$ cat config.mk
export PLATFORM = sky130hd
export DESIGN_NAME = qspi_fast_read_resp
export DESIGN_NICKNAME = d
export VERILOG_FILES = /design/src/rtl/qspi_rd_pkg.sv /design/src/rtl/qrd_sync.sv /design/src/rtl/qrd_ctrl.sv /design/src/rtl/qrd_datapath.sv /design/src/rtl/qspi_fast_read_resp.sv
export SDC_FILE = /design/constraint.sdc
export NUM_CORES = 1
export LEC_CHECK = 0
export ABC_AREA = 1
export CAP_MARGIN = 20
export CORE_MARGIN = 3
export CORE_UTILIZATION = 65
export DETAILED_ROUTE_END_ITERATION = 10
export DONT_BUFFER_PORTS = 1
export PLACE_DENSITY = 0.9
export SETUP_SLACK_MARGIN = 0.2
export SLEW_MARGIN = 20
export SYNTH_ARGS = -nofsm -noshare
export SYNTH_HDL_FRONTEND = slang
export SYNTH_SLANG_ARGS = --single-unit
$ cat constraint.sdc
create_clock -name clk -period 3.4 [get_ports clk]
set_input_delay 0.68 -clock clk [delete_from_list [all_inputs] [get_ports clk]]
set_output_delay 0.68 -clock clk [all_outputs]
set_load 0.1 [all_outputs]
$ cat src/rtl/qspi_rd_pkg.sv
package qspi_rd_pkg;

  localparam logic [7:0] READ_QUAD_OP = 8'hEB;
  localparam int NIB_W = 4;
  localparam int BYTE_W = 8;

  typedef enum logic [2:0] {
    PH_IDLE,
    PH_OPCODE,
    PH_OPDEC,
    PH_ADDR,
    PH_MODE,
    PH_DUMMY,
    PH_DATA,
    PH_IGNORE
  } phase_e;

  typedef struct packed {
    logic clear;       // transaction start: wipe collected fields
    logic shiftOp;     // take opcode bits on this rising edge
    logic quadOp;      // opcode arrives four bits per clock
    logic shiftAddr;   // take an address nibble
    logic shiftMode;   // take a mode-byte nibble
    logic issueFirst;  // fetch the byte at the received address
    logic loadHigh;    // present upper nibble of the next byte, prefetch the following one
    logic loadLow;     // present lower nibble of the current byte
    logic oeOff;       // chip-select high: release the lines
  } strobe_t;

endpackage

$ cat src/rtl/qrd_sync.sv
module qrd_sync #(
  parameter int W = 6,
  parameter int STAGES = 2,
  parameter logic [W-1:0] RST_VAL = '0
) (
  input  logic         clk,
  input  logic         rstN,
  input  logic [W-1:0] din,
  output logic [W-1:0] dout
);

  logic [W-1:0] chain [STAGES];

  genvar g;
  generate
    for (g = 0; g < STAGES; g++) begin : gStage
      if (g == 0) begin : gFirst
        always_ff @(posedge clk) begin
          if (!rstN) chain[g] <= RST_VAL;
          else       chain[g] <= din;
        end
      end else begin : gRest
        always_ff @(posedge clk) begin
          if (!rstN) chain[g] <= RST_VAL;
          else       chain[g] <= chain[g-1];
        end
      end
    end
  endgenerate

  assign dout = chain[STAGES-1];

endmodule

$ cat src/rtl/qrd_ctrl.sv
module qrd_ctrl
  import qspi_rd_pkg::*;
#(
  parameter int SHORT_NIBS = 6,
  parameter int LONG_NIBS = 8,
  parameter int DUMMY_CLKS = 4
) (
  input  logic    clk,
  input  logic    rstN,
  input  logic    csHigh,
  input  logic    sclkLvl,
  input  logic    busy,
  input  logic    addr4,
  input  logic    quadOp,
  input  logic    opMatch,
  input  logic    modeValid,
  output strobe_t st
);

  localparam int MAX_PH = (DUMMY_CLKS > LONG_NIBS) ?
                          ((DUMMY_CLKS > 8) ? DUMMY_CLKS : 8) :
                          ((LONG_NIBS > 8) ? LONG_NIBS : 8);
  localparam int CNT_W = $clog2(MAX_PH) + 1;

  phase_e phase;
  logic [CNT_W-1:0] cnt;
  logic sclkPrev;
  logic sclkRise;
  logic sclkFall;
  logic contFlag;
  logic gotMode;
  logic pendFirst;
  logic nibSel;
  logic [CNT_W-1:0] opLast;
  logic [CNT_W-1:0] addrLast;
  logic [CNT_W-1:0] modeLast;
  logic [CNT_W-1:0] dummyLast;

  assign sclkRise = sclkLvl & ~sclkPrev;
  assign sclkFall = ~sclkLvl & sclkPrev;

  assign opLast    = quadOp ? CNT_W'(1) : CNT_W'(7);
  assign addrLast  = addr4 ? CNT_W'(LONG_NIBS - 1) : CNT_W'(SHORT_NIBS - 1);
  assign modeLast  = CNT_W'(1);
  assign dummyLast = CNT_W'(DUMMY_CLKS - 1);

  always_ff @(posedge clk) begin
    if (!rstN) begin
      sclkPrev <= 1'b0;
    end else begin
      sclkPrev <= sclkLvl;
    end
  end

  always_ff @(posedge clk) begin
    if (!rstN) begin
      phase     <= PH_IDLE;
      cnt       <= '0;
      contFlag  <= 1'b0;
      gotMode   <= 1'b0;
      pendFirst <= 1'b0;
      nibSel    <= 1'b0;
    end else if (csHigh) begin
      if (phase != PH_IDLE) begin
        contFlag <= gotMode & modeValid;
      end
      phase     <= PH_IDLE;
      cnt       <= '0;
      pendFirst <= 1'b0;
      nibSel    <= 1'b0;
    end else begin
      unique case (phase)
        PH_IDLE: begin
          cnt     <= '0;
          gotMode <= 1'b0;
          nibSel  <= 1'b0;
          phase   <= contFlag ? PH_ADDR : PH_OPCODE;
        end
        PH_OPCODE: begin
          if (sclkRise) begin
            if (cnt == opLast) begin
              cnt   <= '0;
              phase <= PH_OPDEC;
            end else begin
              cnt <= cnt + 1'b1;
            end
          end
        end
        PH_OPDEC: begin
          phase <= opMatch ? PH_ADDR : PH_IGNORE;
        end
        PH_ADDR: begin
          if (sclkRise) begin
            if (cnt == addrLast) begin
              cnt <= '0;
              if (busy) begin
                phase <= PH_IGNORE;
              end else begin
                phase     <= PH_MODE;
                pendFirst <= 1'b1;
              end
            end else begin
              cnt <= cnt + 1'b1;
            end
          end
        end
        PH_MODE: begin
          pendFirst <= 1'b0;
          if (sclkRise) begin
            if (cnt == modeLast) begin
              cnt     <= '0;
              gotMode <= 1'b1;
              phase   <= PH_DUMMY;
            end else begin
              cnt <= cnt + 1'b1;
            end
          end
        end
        PH_DUMMY: begin
          if (sclkRise) begin
            if (cnt == dummyLast) begin
              cnt   <= '0;
              phase <= PH_DATA;
            end else begin
              cnt <= cnt + 1'b1;
            end
          end
        end
        PH_DATA: begin
          if (sclkFall) nibSel <= ~nibSel;
        end
        PH_IGNORE: begin
          phase <= PH_IGNORE;
        end
        default: phase <= PH_IDLE;
      endcase
    end
  end

  always_comb begin
    st            = '0;
    st.clear      = (phase == PH_IDLE);
    st.quadOp     = quadOp;
    st.shiftOp    = (phase == PH_OPCODE) && sclkRise && !csHigh;
    st.shiftAddr  = (phase == PH_ADDR) && sclkRise && !csHigh;
    st.shiftMode  = (phase == PH_MODE) && sclkRise && !csHigh;
    st.issueFirst = (phase == PH_MODE) && pendFirst && !csHigh;
    st.loadHigh   = (phase == PH_DATA) && sclkFall && !nibSel && !csHigh;
    st.loadLow    = (phase == PH_DATA) && sclkFall && nibSel && !csHigh;
    st.oeOff      = csHigh;
  end

  AST_CS_RETURNS_IDLE: assert property (@(posedge clk) disable iff (!rstN)
    csHigh |=> (phase == PH_IDLE));

  AST_IGNORE_HOLDS: assert property (@(posedge clk) disable iff (!rstN)
    (phase == PH_IGNORE) |=> (phase == PH_IGNORE || phase == PH_IDLE));

  AST_BUSY_BLOCKS_READ: assert property (@(posedge clk) disable iff (!rstN)
    (phase == PH_ADDR && sclkRise && busy && !csHigh && cnt == addrLast)
      |=> (phase == PH_IGNORE || phase == PH_IDLE));

endmodule

$ cat src/rtl/qrd_datapath.sv
module qrd_datapath
  import qspi_rd_pkg::*;
#(
  parameter int ADDR_W = 32,
  parameter int SHORT_AW = 24
) (
  input  logic              clk,
  input  logic              rstN,
  input  strobe_t           st,
  input  logic [3:0]        dq,
  input  logic              addr4,
  input  logic [7:0]        memRdata,
  output logic              opMatch,
  output logic              modeValid,
  output logic [3:0]        dqOut,
  output logic              dqOe,
  output logic              memReq,
  output logic [ADDR_W-1:0] memAddr
);

  localparam logic [ADDR_W-1:0] SHORT_MASK =
    {{(ADDR_W - SHORT_AW){1'b0}}, {SHORT_AW{1'b1}}};

  logic [BYTE_W-1:0] opByte;
  logic [BYTE_W-1:0] modeByte;
  logic [ADDR_W-1:0] addrReg;
  logic [ADDR_W-1:0] readAddr;
  logic [ADDR_W-1:0] addrMask;
  logic [ADDR_W-1:0] startAddr;
  logic [BYTE_W-1:0] prefetch;
  logic [NIB_W-1:0]  curLow;
  logic              reqD;

  assign addrMask  = addr4 ? '1 : SHORT_MASK;
  assign startAddr = addrReg & addrMask;
  assign opMatch   = (opByte == READ_QUAD_OP);
  assign modeValid = (modeByte[7:4] == ~modeByte[3:0]);

  function automatic logic [ADDR_W-1:0] nextAddr(input logic [ADDR_W-1:0] a,
                                                 input logic [ADDR_W-1:0] m);
    return (a + 1'b1) & m;
  endfunction

  // collected request fields
  always_ff @(posedge clk) begin
    if (!rstN) begin
      opByte   <= '0;
      modeByte <= '0;
      addrReg  <= '0;
    end else if (st.clear) begin
      opByte   <= '0;
      modeByte <= '0;
      addrReg  <= '0;
    end else begin
      if (st.shiftOp) begin
        opByte <= st.quadOp ? {opByte[3:0], dq} : {opByte[6:0], dq[0]};
      end
      if (st.shiftAddr) begin
        addrReg <= {addrReg[ADDR_W-NIB_W-1:0], dq};
      end
      if (st.shiftMode) begin
        modeByte <= {modeByte[3:0], dq};
      end
    end
  end

  // array port and prefetch
  always_ff @(posedge clk) begin
    if (!rstN) begin
      memReq   <= 1'b0;
      memAddr  <= '0;
      readAddr <= '0;
      reqD     <= 1'b0;
      prefetch <= '0;
    end else begin
      reqD   <= memReq;
      memReq <= 1'b0;
      if (reqD) prefetch <= memRdata;
      if (st.issueFirst) begin
        memReq   <= 1'b1;
        memAddr  <= startAddr;
        readAddr <= nextAddr(startAddr, addrMask);
      end else if (st.loadHigh) begin
        memReq   <= 1'b1;
        memAddr  <= readAddr;
        readAddr <= nextAddr(readAddr, addrMask);
      end
    end
  end

  // output nibble path
  always_ff @(posedge clk) begin
    if (!rstN) begin
      dqOut  <= '0;
      curLow <= '0;
      dqOe   <= 1'b0;
    end else begin
      if (st.loadHigh) begin
        dqOut  <= prefetch[7:4];
        curLow <= prefetch[3:0];
        dqOe   <= 1'b1;
      end else if (st.loadLow) begin
        dqOut <= curLow;
      end
      if (st.oeOff) dqOe <= 1'b0;
    end
  end

  AST_REQ_SINGLE_CYCLE: assert property (@(posedge clk) disable iff (!rstN)
    memReq |=> !memReq);

  AST_OE_STARTS_ON_DATA: assert property (@(posedge clk) disable iff (!rstN)
    $rose(dqOe) |-> $past(st.loadHigh));

  AST_LOW_NIBBLE_DRIVEN: assert property (@(posedge clk) disable iff (!rstN)
    st.loadLow |=> dqOe);

  AST_SHORT_ADDR_RANGE: assert property (@(posedge clk) disable iff (!rstN)
    (memReq && !addr4) |-> (memAddr[ADDR_W-1:SHORT_AW] == '0));

endmodule

$ cat src/rtl/qspi_fast_read_resp.sv
module qspi_fast_read_resp
  import qspi_rd_pkg::*;
#(
  parameter int ADDR_W = 32,
  parameter int SHORT_AW = 24,
  parameter int DUMMY_CLKS = 4,
  parameter int SYNC_STAGES = 2
) (
  input  logic              clk,
  input  logic              rstN,
  input  logic              csN,
  input  logic              sclk,
  input  logic [3:0]        dqIn,
  output logic [3:0]        dqOut,
  output logic              dqOe,
  input  logic              busy,
  input  logic              addrMode4,
  input  logic              quadOpMode,
  output logic              memReq,
  output logic [ADDR_W-1:0] memAddr,
  input  logic [7:0]        memRdata
);

  localparam int SHORT_NIBS = SHORT_AW / NIB_W;
  localparam int LONG_NIBS = ADDR_W / NIB_W;
  localparam int BUS_W = 2 + NIB_W;

  logic [BUS_W-1:0] busRaw;
  logic [BUS_W-1:0] busSync;
  logic csHigh;
  logic sclkLvl;
  logic [3:0] dqSync;
  logic opMatch;
  logic modeValid;
  strobe_t st;

  assign busRaw  = {csN, sclk, dqIn};
  assign csHigh  = busSync[BUS_W-1];
  assign sclkLvl = busSync[BUS_W-2];
  assign dqSync  = busSync[NIB_W-1:0];

  qrd_sync #(
    .W(BUS_W),
    .STAGES(SYNC_STAGES),
    .RST_VAL({1'b1, {(BUS_W-1){1'b0}}})
  ) sync_i (
    .clk (clk),
    .rstN(rstN),
    .din (busRaw),
    .dout(busSync)
  );

  qrd_ctrl #(
    .SHORT_NIBS(SHORT_NIBS),
    .LONG_NIBS (LONG_NIBS),
    .DUMMY_CLKS(DUMMY_CLKS)
  ) ctrl_i (
    .clk      (clk),
    .rstN     (rstN),
    .csHigh   (csHigh),
    .sclkLvl  (sclkLvl),
    .busy     (busy),
    .addr4    (addrMode4),
    .quadOp   (quadOpMode),
    .opMatch  (opMatch),
    .modeValid(modeValid),
    .st       (st)
  );

  qrd_datapath #(
    .ADDR_W  (ADDR_W),
    .SHORT_AW(SHORT_AW)
  ) dp_i (
    .clk      (clk),
    .rstN     (rstN),
    .st       (st),
    .dq       (dqSync),
    .addr4    (addrMode4),
    .memRdata (memRdata),
    .opMatch  (opMatch),
    .modeValid(modeValid),
    .dqOut    (dqOut),
    .dqOe     (dqOe),
    .memReq   (memReq),
    .memAddr  (memAddr)
  );

endmodule

==> load_flow_metrics.sql <==
INSERT INTO impl_metrics (metric_group, metric, value, unit) VALUES
('finish', 'area.growth.synth_to_final', '7.672', '%'),
('synth', 'synth_top_area_cell', 'dfxtp_1', ''),
('die', 'rows', '37', ''),
('worst_setup_path', 'timing.reg2reg.worst_path_depth', '15', ''),
('synth', 'synthTopCellsByArea', 'dfxtp_1 (43%), nand2_1 (14%), nor2_1 (5.6%)', ''),
('die', 'core_area', '10560', 'um2'),
('place', 'dpl_cell_area', '7167', 'um2'),
('timing', 'timing.setup.tns', '0', 'ps'),
('power_and_ir_drop', 'power_frac_comb', '0.012', ''),
('finish', 'mostFrequentLayoutCells', 'nand2_1 (266), dfxtp_1 (155), nor2_1 (107)', ''),
('synth', 'synth-edff-count', '0', ''),
('place', 'finalWeightedCongestion', '0.9732', ''),
('power_and_ir_drop', 'power.switching', '0.8816', 'mW'),
('timing', 'timing.final.crit_period', '2841', 'ps'),
('global_route', 'grt_start_max_net_pins', '79', ''),
('timing', 'setup_viol', '0', ''),
('clocking', 'worst_skew_pair.late_latency', '550', 'ps'),
('timing', 'finalMaxSlewViolations', '0', ''),
('power_and_ir_drop', 'static-leakage-power', '2.993', 'nW'),
('place', 'place.detailed.hpwl', '12170', 'um'),
('timing', 'maxClockFrequency', '0.3520', 'GHz'),
('power_and_ir_drop', 'p_int', '2.910', 'mW'),
('routing', 'drt_iter0_markers', '533', ''),
('worst_setup_path', 'worst_setup_path_startpoint', 'ctrl_i.phase[0]$_SDFFE_PP0P_', ''),
('die', 'dieArea', '12390', 'um2'),
('worst_setup_path', 'timing_worst_setup_path_type', 'register to register', ''),
('run_status', 'outcome', 'finished, final reports clean', ''),
('clocking', 'h-tree-depth', '4', ''),
('routing', 'detail_route.first_pass.iterations', '6', ''),
('global_route', 'grt_pass1_wl', '29920', 'um'),
('timing', 'final.period_utilization', '0.8356', ''),
('die', 'boundaryPins', '57', ''),
('synth', 'synthCells', '1000', ''),
('global_route', 'grt_overflow', '0', ''),
('routing', 'drc', '0', ''),
('global_route', 'grt_util_overall', '0.2954', ''),
('synth', 'yosys_warnings', '0', ''),
('clocking', 'clockRootBuffer', 'clkbuf_8', ''),
('clocking', 'cts-root-to-sink-buffers', '2', ''),
('place', 'port-buffer-count', '0', ''),
('synth', 'dominant_synthesized_flop_cell', 'dfxtp_1', ''),
('die', 'floorplan.initialDensity', '0.6829', ''),
('timing', 'rsz0062_at_grt', 'false', ''),
('synth', 'mappedNetlistArea', '7208', 'um2'),
('global_route', 'antenna_found_initial', '0', ''),
('finish', 'leading_cell_type_in_the_layout_fill_and_taps_excluded', 'nand2_1', ''),
('synth', 'syn_area_per_cell', '7.208', 'um2'),
('worst_setup_path', 'critPathMaxFanout', '39', ''),
('power_and_ir_drop', 'power.switching_fraction', '0.2325', ''),
('power_and_ir_drop', 'power-per-cell-area', '488.6', 'nW/um2'),
('worst_setup_path', 'critical_path.reg2reg.endpoint', 'dp_i.readAddr[18]$_SDFFE_PN0P_', ''),
('global_route', 'grt_pass1_vias', '6132', ''),
('finish', 'final_layout_size_suffix_gt1_frac', '0.1025', ''),
('power_and_ir_drop', 'clock_power_share', '0.505', ''),
('routing', 'wirelength', '18170', 'um'),
('synth', 'ys_async_sr_fraction', '0', ''),
('routing', 'wl_per_cell', '16.07', 'um'),
('worst_setup_path', 'start_kind', 'register', ''),
('routing', 'via_count', '6703', ''),
('timing', 'timing.slew.headroom', '0.3253', ''),
('finish', 'final_net_count', '1004', ''),
('clocking', 'holdBufCountCts', '0', ''),
('worst_setup_path', 'reg2reg_from', 'ctrl_i.phase[0]$_SDFFE_PP0P_', ''),
('routing', 'avgViaCountPerCell', '5.927', ''),
('power_and_ir_drop', 'total_power', '3.792', 'mW'),
('die', 'die_h', '111.3', 'um'),
('timing', 'worst_pin_slew', '1011', 'ps'),
('synth', 'synth_fp_nets', '1022', ''),
('power_and_ir_drop', 'p_seq_frac', '0.482', ''),
('clocking', 'cts_resized', '0', ''),
('finish', 'postLayoutCellArea', '7761', 'um2');
[layer usage]
metal / routed length [um] / GRT usage
met4: 614 / 0.1354
met5: 0 / 0
met1: 7528 / 0.3848
met2: 8319 / 0.4560
met3: 1709 / 0.08461
[state kept, by name, indices dropped and copies added, names as in the netlist]
register          cells
ctrl_i.cnt            4
ctrl_i.contFlag       1
ctrl_i.gotMode        1
ctrl_i.nibSel         1
ctrl_i.pendFirst      1
ctrl_i.phase          3
ctrl_i.sclkPrev       1
dp_i.addrReg         32
dp_i.curLow           4
dp_i.dqOe             1
dp_i.dqOut            4
dp_i.memAddr         32
dp_i.memReq           1
dp_i.modeByte         8
dp_i.opByte           8
dp_i.prefetch         8
dp_i.readAddr        32
dp_i.reqD             1
sync_i.chain         12
[per-stage QoR]
stage                     setup WS (ps)  hold slack, ps    util  std cells
after floorplan                    1355           390.5       -       1000
after global placement            820.8           391.4  0.6790       1099
after CTS                         667.5           209.7  0.7353       1131
final                             559.1           222.4  0.7353       1131
after detailed placement          710.7           398.1  0.6790       1099
after global routing              337.5           225.2  0.7353       1131
[synth_stat cells (all sizes together) (5+ instances only)]
| cell type | count |
|---|---|
| a211oi | 14 |
| nand3 | 74 |
| nor2 | 131 |
| nand2 | 290 |
| o211ai | 5 |
| nand4 | 10 |
| a21oi | 80 |
| xor2 | 7 |
| inv | 81 |
| dfxtp | 155 |
| o221ai | 10 |
| nand3b | 7 |
| clkbuf | 18 |
| o21ai | 58 |
| buf | 26 |
[worst max-delay path, cell delays in order (launching register included)]
cell and delay, ps:
dfxtp_1 360, nor2_2 320, nand3_4 450, nand2_1 220, o21ai_2 100, inv_1 100, ha_1 200, nand3_1 90
inv_1 90, nand2_2 130, nor2_2 200, inv_1 90, o21bai_1 170, nand3_1 90, nand2_1 70, inv_1 40
[power by group through the flow]
stage	registers [mW]	logic (mW)	clock network, mW
6_report	1.83	0.0469	1.92
5_1_grt	1.83	0.0519	2.00
4_1_cts	1.83	0.0455	1.92
3_5_place_dp	1.87	0.0447	0
3_3_place_gp	1.87	0.0438	0
2_1_floorplan	1.87	0.0458	0
[layout make-up]
class	count	area (um2)
multi-input cells	718	3528
flip-flops and latches	155	3103
fillers	803	2794
clock buffers	17	414.1
inverters	83	312.8
clock inverters	15	180.2
well taps	136	170.2
repair buffers	7	52.55
[cells by family (layout without fill, tap and decap cells)]
family,after synthesis,in the layout,synth area share
AO/OA/AOI/OAI,184,184,0.1482
adder cells (fa/ha/maj),3,3,0.005208
buffers and inverters,127,122,0.08002
XOR/XNOR,10,10,0.01215
flip-flops,155,155,0.4305
AND/OR/NAND/NOR,521,521,0.3239
[worst min path at each step]
| stage | from | to | slack [ps] | cells past startpoint |
|---|---|---|---|---|
| final | dqIn[3] | sync_i.chain[0][3]$_SDFF_PN0_ | 220 | 2 |
| after detailed placement | sync_i.chain[0][2]$_SDFF_PN0_ | sync_i.chain[1][2]$_SDFF_PN0_ | 400 | 2 |
| after global placement | sync_i.chain[0][2]$_SDFF_PN0_ | sync_i.chain[1][2]$_SDFF_PN0_ | 390 | 2 |
| after CTS | dqIn[3] | sync_i.chain[0][3]$_SDFF_PN0_ | 210 | 2 |
| after global routing | rstN | sync_i.chain[1][1]$_SDFF_PN0_ | 230 | 2 |
| after floorplan | sync_i.chain[0][0]$_SDFF_PN0_ | sync_i.chain[1][0]$_SDFF_PN0_ | 390 | 2 |
No activity file was read; power rests on OpenSTA's default activity.
